**config.mk**
```make
export PLATFORM = sky130hd
export DESIGN_NAME = hbridge_guard
export DESIGN_NICKNAME = d
export VERILOG_FILES = /design/src/rtl/hbg_pkg.sv /design/src/rtl/hbg_sync.sv /design/src/rtl/hbg_blank.sv /design/src/rtl/hbg_hs_latch.sv /design/src/rtl/hbridge_guard.sv
export SDC_FILE = /design/constraint.sdc
export NUM_CORES = 1
export LEC_CHECK = 0
export ABC_CLOCK_PERIOD_IN_PS = 1600
export BUFFER_PORTS_ARGS = -buffer_cell sky130_fd_sc_hd__buf_2
export CAP_MARGIN = 20
export CORE_MARGIN = 1
export CORE_UTILIZATION = 56
export DETAILED_ROUTE_END_ITERATION = 8
export MAX_ROUTING_LAYER = met4
export PLACE_DENSITY = 0.83
export SYNTH_ARGS = -nofsm -noshare
export SYNTH_HDL_FRONTEND = slang
export SYNTH_SLANG_ARGS = --single-unit
export TNS_END_PERCENT = 10
```
**constraint.sdc**
```tcl
create_clock -name clk -period 1.6 [get_ports clk]
set_input_delay 0.08 -clock clk [delete_from_list [all_inputs] [get_ports clk]]
set_output_delay 0.08 -clock clk [all_outputs]
set_load 0.05 [all_outputs]
```
**src/rtl/hbg_pkg.sv**
```systemverilog
package hbg_pkg;
  typedef enum logic [2:0] {
    MODE_SLEEP  = 3'd0,
    MODE_LSTRIP = 3'd1,
    MODE_HOT    = 3'd2,
    MODE_SUPPLY = 3'd3,
    MODE_RUN    = 3'd4
  } bridge_mode_e;

  typedef struct packed {
    logic hs;
    logic hiz;
    logic ls_req;
  } chan_drive_t;

  function automatic chan_drive_t drive_for(bridge_mode_e m, logic hs_latched, logic dir);
    chan_drive_t d;
    d = '{hs: 1'b0, hiz: 1'b1, ls_req: 1'b0};
    case (m)
      MODE_SLEEP, MODE_LSTRIP: d = '{hs: 1'b0, hiz: 1'b1, ls_req: 1'b0};
      MODE_HOT, MODE_SUPPLY:   d = '{hs: 1'b0, hiz: 1'b0, ls_req: 1'b1};
      default: begin
        if (hs_latched) d = '{hs: 1'b0, hiz: 1'b1, ls_req: 1'b0};
        else if (dir)   d = '{hs: 1'b1, hiz: 1'b0, ls_req: 1'b0};
        else            d = '{hs: 1'b0, hiz: 1'b0, ls_req: 1'b1};
      end
    endcase
    return d;
  endfunction
endpackage

```
**src/rtl/hbg_sync.sv**
```systemverilog
module hbg_sync #(
  parameter int W      = 8,
  parameter int STAGES = 2
) (
  input  logic         clk,
  input  logic         rst,
  input  logic [W-1:0] d_i,
  output logic [W-1:0] q_o
);
  logic [STAGES-1:0][W-1:0] chain;

  always_ff @(posedge clk) begin
    if (rst) chain <= '0;
    else     chain <= {chain[STAGES-2:0], d_i};
  end

  assign q_o = chain[STAGES-1];
endmodule

```
**src/rtl/hbg_blank.sv**
```systemverilog
module hbg_blank #(
  parameter int CYC = 750
) (
  input  logic clk,
  input  logic rst,
  input  logic clr_i,
  input  logic flag_i,
  output logic trip_o
);
  localparam int CW = (CYC < 2) ? 1 : $clog2(CYC);
  localparam logic [CW-1:0] LAST = CW'(CYC - 1);

  logic [CW-1:0] cnt;

  assign trip_o = flag_i && (cnt == LAST);

  always_ff @(posedge clk) begin
    if (rst || clr_i || !flag_i) cnt <= '0;
    else if (cnt == LAST)        cnt <= '0;
    else                         cnt <= cnt + 1'b1;
  end
endmodule

```
**src/rtl/hbg_hs_latch.sv**
```systemverilog
module hbg_hs_latch (
  input  logic clk,
  input  logic rst,
  input  logic clr_i,
  input  logic set_i,
  output logic lat_o
);
  always_ff @(posedge clk) begin
    if (rst || clr_i) lat_o <= 1'b0;
    else if (set_i)   lat_o <= 1'b1;
  end
endmodule

```
**src/rtl/hbridge_guard.sv**
```systemverilog
module hbridge_guard
  import hbg_pkg::*;
#(
  parameter int NCH         = 2,
  parameter int SYNC_STAGES = 2,
  parameter int BLANK_CYC   = 750
) (
  input  logic           clk,
  input  logic           rst,
  input  logic           wake_i,
  input  logic [NCH-1:0] dir_i,
  input  logic           uv_i,
  input  logic           ov_i,
  input  logic           otemp_i,
  input  logic [NCH-1:0] hs_oc_i,
  input  logic [NCH-1:0] ls_desat_i,
  input  logic [NCH-1:0] out_low_i,
  output logic [NCH-1:0] hs_en_o,
  output logic [NCH-1:0] hiz_o,
  output logic [NCH-1:0] ls_gate_o,
  output logic           fault_n_o
);
  localparam int SW = 4 + 4 * NCH;

  logic [SW-1:0]  raw_bus, syn_bus;
  logic [NCH-1:0] dir_s, out_low_s, desat_s, hs_oc_s;
  logic           otemp_s, ov_s, uv_s, wake_s;

  assign raw_bus = {wake_i, uv_i, ov_i, otemp_i, hs_oc_i, ls_desat_i, out_low_i, dir_i};

  hbg_sync #(.W(SW), .STAGES(SYNC_STAGES)) u_sync (
    .clk (clk),
    .rst (rst),
    .d_i (raw_bus),
    .q_o (syn_bus)
  );

  assign dir_s     = syn_bus[NCH-1:0];
  assign out_low_s = syn_bus[2*NCH-1:NCH];
  assign desat_s   = syn_bus[3*NCH-1:2*NCH];
  assign hs_oc_s   = syn_bus[4*NCH-1:3*NCH];
  assign otemp_s   = syn_bus[4*NCH];
  assign ov_s      = syn_bus[4*NCH+1];
  assign uv_s      = syn_bus[4*NCH+2];
  assign wake_s    = syn_bus[4*NCH+3];

  logic [NCH-1:0] dir_d, dir_fall, desat_trip, ls_lat, hs_lat;
  logic           ot_act;

  always_ff @(posedge clk) begin
    if (rst) dir_d <= '0;
    else     dir_d <= dir_s;
  end
  assign dir_fall = dir_d & ~dir_s;

  for (genvar g = 0; g < NCH; g++) begin : g_chan
    hbg_blank #(.CYC(BLANK_CYC)) u_blank (
      .clk    (clk),
      .rst    (rst),
      .clr_i  (~wake_s),
      .flag_i (desat_s[g]),
      .trip_o (desat_trip[g])
    );

    hbg_hs_latch u_hs_latch (
      .clk   (clk),
      .rst   (rst),
      .clr_i (~wake_s | ~dir_s[g]),
      .set_i (hs_oc_s[g]),
      .lat_o (hs_lat[g])
    );

    always_ff @(posedge clk) begin
      if (rst || !wake_s)     ls_lat[g] <= 1'b0;
      else if (desat_trip[g]) ls_lat[g] <= 1'b1;
      else if (dir_fall[g])   ls_lat[g] <= 1'b0;
    end
  end

  always_ff @(posedge clk) begin
    if (rst || !wake_s) ot_act <= 1'b0;
    else if (ot_act)    ot_act <= otemp_s;
    else                ot_act <= otemp_s && (|hs_en_o);
  end

  bridge_mode_e mode;
  always_comb begin
    if (!wake_s)            mode = MODE_SLEEP;
    else if (|ls_lat)       mode = MODE_LSTRIP;
    else if (ot_act)        mode = MODE_HOT;
    else if (uv_s || ov_s)  mode = MODE_SUPPLY;
    else                    mode = MODE_RUN;
  end

  logic [NCH-1:0] hs_nx, hiz_nx, ls_nx;
  logic           fault_n_nx;

  always_comb begin
    for (int c = 0; c < NCH; c++) begin
      chan_drive_t d;
      d = drive_for(mode, hs_lat[c], dir_s[c]);
      hs_nx[c]  = d.hs;
      hiz_nx[c] = d.hiz;
      ls_nx[c]  = d.ls_req & out_low_s[c];
    end
    fault_n_nx = !wake_s || !((|ls_lat) || ot_act || (|hs_lat));
  end

  always_ff @(posedge clk) begin
    if (rst) begin
      hs_en_o   <= '0;
      hiz_o     <= '1;
      ls_gate_o <= '0;
      fault_n_o <= 1'b1;
    end else begin
      hs_en_o   <= hs_nx;
      hiz_o     <= hiz_nx;
      ls_gate_o <= ls_nx;
      fault_n_o <= fault_n_nx;
    end
  end
endmodule

```
==> summary.txt <==
Synth
  • Ys async rst share: 0
  • EDFF count, synth: 0
  • Cells after Synth: ~210
  • Synth unique cells: 41
  • Register bit total from synthesis: 58
  • Netlist Area Pre-Place: about 0.0021 mm²
  • Synth Flop Type: dfxtp_1
  • Post-synthesis sequential area ratio: 0.551
  • Syn Nets: approximately 230
  • Synth warn: 0
  • Syn avg cell area: roughly 10 µm²

Cells and area
  • # nets final: 269
  • Most frequent cells in the layout: 58 x dfxtp_1, 27 x nor2b_1, 20 x buf_2
  • Multi-input logic area: roughly 900 µm²
  • Layout fillers: ~230
  • Post-Layout Cell Count: roughly 300
  • Area occupied by registers: 0.00116 mm²
  • Share of cells above drive strength 1: 0.199
  • Most common cell after layout, fill and taps aside: dfxtp_1
  • P&R area growth vs syn: 24.2%
  • Antenna Cells: 0

Min path
  • Hold path cells: 3
  • Hold endpoint: fault_n_o$_SDFF_PP1_
  • Worst Min Path Start: rst
  • Worst hold path class: input port to flop

Detailed routing
  • DR WL/cell: 13.5 µm
  • Routed wl met3: between 150 and 200 µm
  • DR WL met2: approximately 2000 µm
  • Number of DRC markers in iteration 0: 75
  • Highest routed metal layer: met4
  • DRT Wirelength: around 4000 µm
  • Vias: between 1500 and 2000
  • Final antenna-violating net count: 0
  • # DRC: 0
  • DR pass1 iterations: 4
  • Via/cell ratio: between 5 and 6
  • Metal-1 WL: between 1500 and 2000 µm

Die
  • Die area: ~0.004 mm²
  • Core area: 0.00347 mm²
  • FP Rows: 21
  • Die X: 63.4 µm
  • Die height: between 60 and 70 µm
  • I/O Pins: 21
  • Starting Density: 0.608

GRT
  • Antenna violations before repair: 0
  • Largest net degree at the start of global routing: 27
  • GRT overflow: 0
  • First-pass GRT wire length: ~7000 µm
  • Number of global-route vias before repair: approximately 1600
  • All-Layer GR Usage: 0.242

Setup path
  • Arr. time, crit path: 1.74 ns
  • Reg-to-reg endpoint: ls_gate_o[0]$_SDFF_PP0_
  • Reg2Reg Setup Slack: around 0.094 ns
  • Worst setup EP type: flop
  • Startpoint Class: flop
  • Reg2Reg Depth: 4
  • Crit Path Class: flop to flop
  • Crit path max fanout: 4
  • Crit Reg-Reg Startpoint: ls_lat[1]$_SDFFE_PP0P_
  • Worst path required time: ~1.8 ns
  • Worst setup startpoint: ls_lat[1]$_SDFFE_PP0P_

Place
  • Post-Place Cells: 274
  • RD Place Congestion: around 0.85
  • Input/output buffers: 20
  • Final HPWL DP: roughly 2400 µm

Timing
  • Clock skew: roughly 0.005 ns
  • Fin crit share: 0.941
  • Slew @ Worst Pin: between 0.4 and 0.5 ns
  • Hold Vio Cnt, Final: 0
  • Relative max-transition margin: 0.685
  • Post-Route Setup TNS: 0 ns
  • Minimum clock period: around 1.5 ns
  • Final setup violation count: 0
  • Max-slew violations: 0
  • Fmax: about 660 MHz
  • RSZ-0062 raised after global routing: false

Clock network
  • Clock-pin slew on the worst setup and hold paths: around 0.07 ns
  • CTS tree: built
  • Htree depth: 3
  • CTS sink count: 58
  • Clock Latency Late Sink: about 0.33 ns
  • CTS Buf Count: 9
  • Deepest clock path buffer count: 2
  • Root buffer cell: clkbuf_8
  • Post-CTS Setup Bufs: 0

Flow run
  • Max-cap viol count: 0

Pwr
  • Lkg Pwr: roughly 0.96 nW
  • PD cells: about 1200 mW/mm²
  • Max rail drop VDD: between 0.8 and 0.9 mV

Run status
  • Status: finished, final reports clean
==> power breakdown <==
group	switching, W	internal, W
logic	0.0000416	0.0000543
clock network	0.000583	0.000872
registers	0.0000117	0.00148
total	0.000637	0.00240
==> sequential cells by signal, summed over array words and instances (netlist names) <==
name / cells
ls_lat: 2
hiz_o: 2
ot_act: 1
dir_d: 2
fault_n_o: 1
ls_gate_o: 2
u_sync.q_o: 12
hs_en_o: 2
g_chan.u_blank.cnt: 20
g_chan.u_hs_latch.lat_o: 2
u_sync.chain: 12
==> stage by stage <==
stage	cell area, µm²	total power (W)	hold WS, ns	util	setup WS (ns)
6_report	2620	0.00304	0.0657	0.755	0.0942
2_1_floorplan	2110	0.00156	0.208	-	0.126
3_5_place_dp	2280	0.00159	0.296	0.656	0.138
3_3_place_gp	2280	0.00158	0.286	0.656	0.166
4_1_cts	2610	0.00305	0.0517	0.754	0.126
5_1_grt	2620	0.00313	0.0732	0.755	0.00686
==> synth_stat cells (2+ instances only) <==
cell type  instances  area (µm²)
inv_1              6        22.5
a311oi_1           2        17.5
nor2_1            15        56.3
a211oi_1           2        15.0
nor3_1             5        25.0
o21ai_1            4        20.0
nor2b_1           27         169
ha_1               4        50.1
and3b_1            2        17.5
a31oi_1            5        31.3
and3_1             4        25.0
clkbuf_1           3        11.3
nand4_1            3        18.8
nand3_1            8        40.0
a21oi_1           10        50.1
xnor2_1            4        35.0
or4_4              2        22.5
o21ai_0            5        25.0
dfxtp_1           58        1160
nand2_1           18        67.6
==> what timing repair did <==
item	4_1_cts	5_1_grt
endpoints found under the setup margin	0	1
endpoints found under the hold margin	12	0
hold buffers	12	0
gates resized for setup	0	1
==> routing by layer <==
metal	vias up	global-route usage
met2	42	0.410
met1	762	0.252
met4	0	0.0994
met5	-	-
li1	815	-
met3	9	0.0906
==> logic make-up (layout without fill, tap and decap cells) <==
| kind of cell | after synthesis | count (layout) | synth area share |
|---|---|---|---|
| simple gates | 92 | 92 | 0.249 |
| buf+inv | 11 | 59 | 0.0237 |
| compound gates | 37 | 37 | 0.126 |
| fa+ha+maj | 4 | 4 | 0.0237 |
| xor+xnor | 4 | 4 | 0.0166 |
| mux | 2 | 2 | 0.0101 |
| flops | 58 | 58 | 0.551 |
==> cell type report <==
cell class | instances | area share
sequential | 58 | 0.444
multi-input combinational | 139 | 0.344
timing repair buffer | 37 | 0.0985
clock buffer | 9 | 0.0473
clock inverter | 7 | 0.0359
tap | 46 | 0.0220
inverter | 6 | 0.00860
==> critical path, stage by stage (launching register included) <==
cell     delay [ns]
dfxtp_1        0.33
or3_4          0.41
nor4b_4        0.36
o21ai_1        0.12
and3_1         0.19
==> how the worst max path moves through the flow <==
| stage | slack, ns | endpoint |
|---|---|---|
| floorplan | 0.13 | g_chan[0].u_blank.cnt[3]$_SDFF_PP0_ |
| global placement | 0.17 | g_chan[1].u_blank.cnt[6]$_SDFF_PP0_ |
| detailed placement | 0.14 | g_chan[0].u_blank.cnt[3]$_SDFF_PP0_ |
| CTS | 0.13 | g_chan[0].u_blank.cnt[3]$_SDFF_PP0_ |
| global route | 0.007 | g_chan[0].u_blank.cnt[1]$_SDFF_PP0_ |
| finish | 0.09 | ls_gate_o[0]$_SDFF_PP0_ |
No activity file was read; power rests on OpenSTA's default activity.
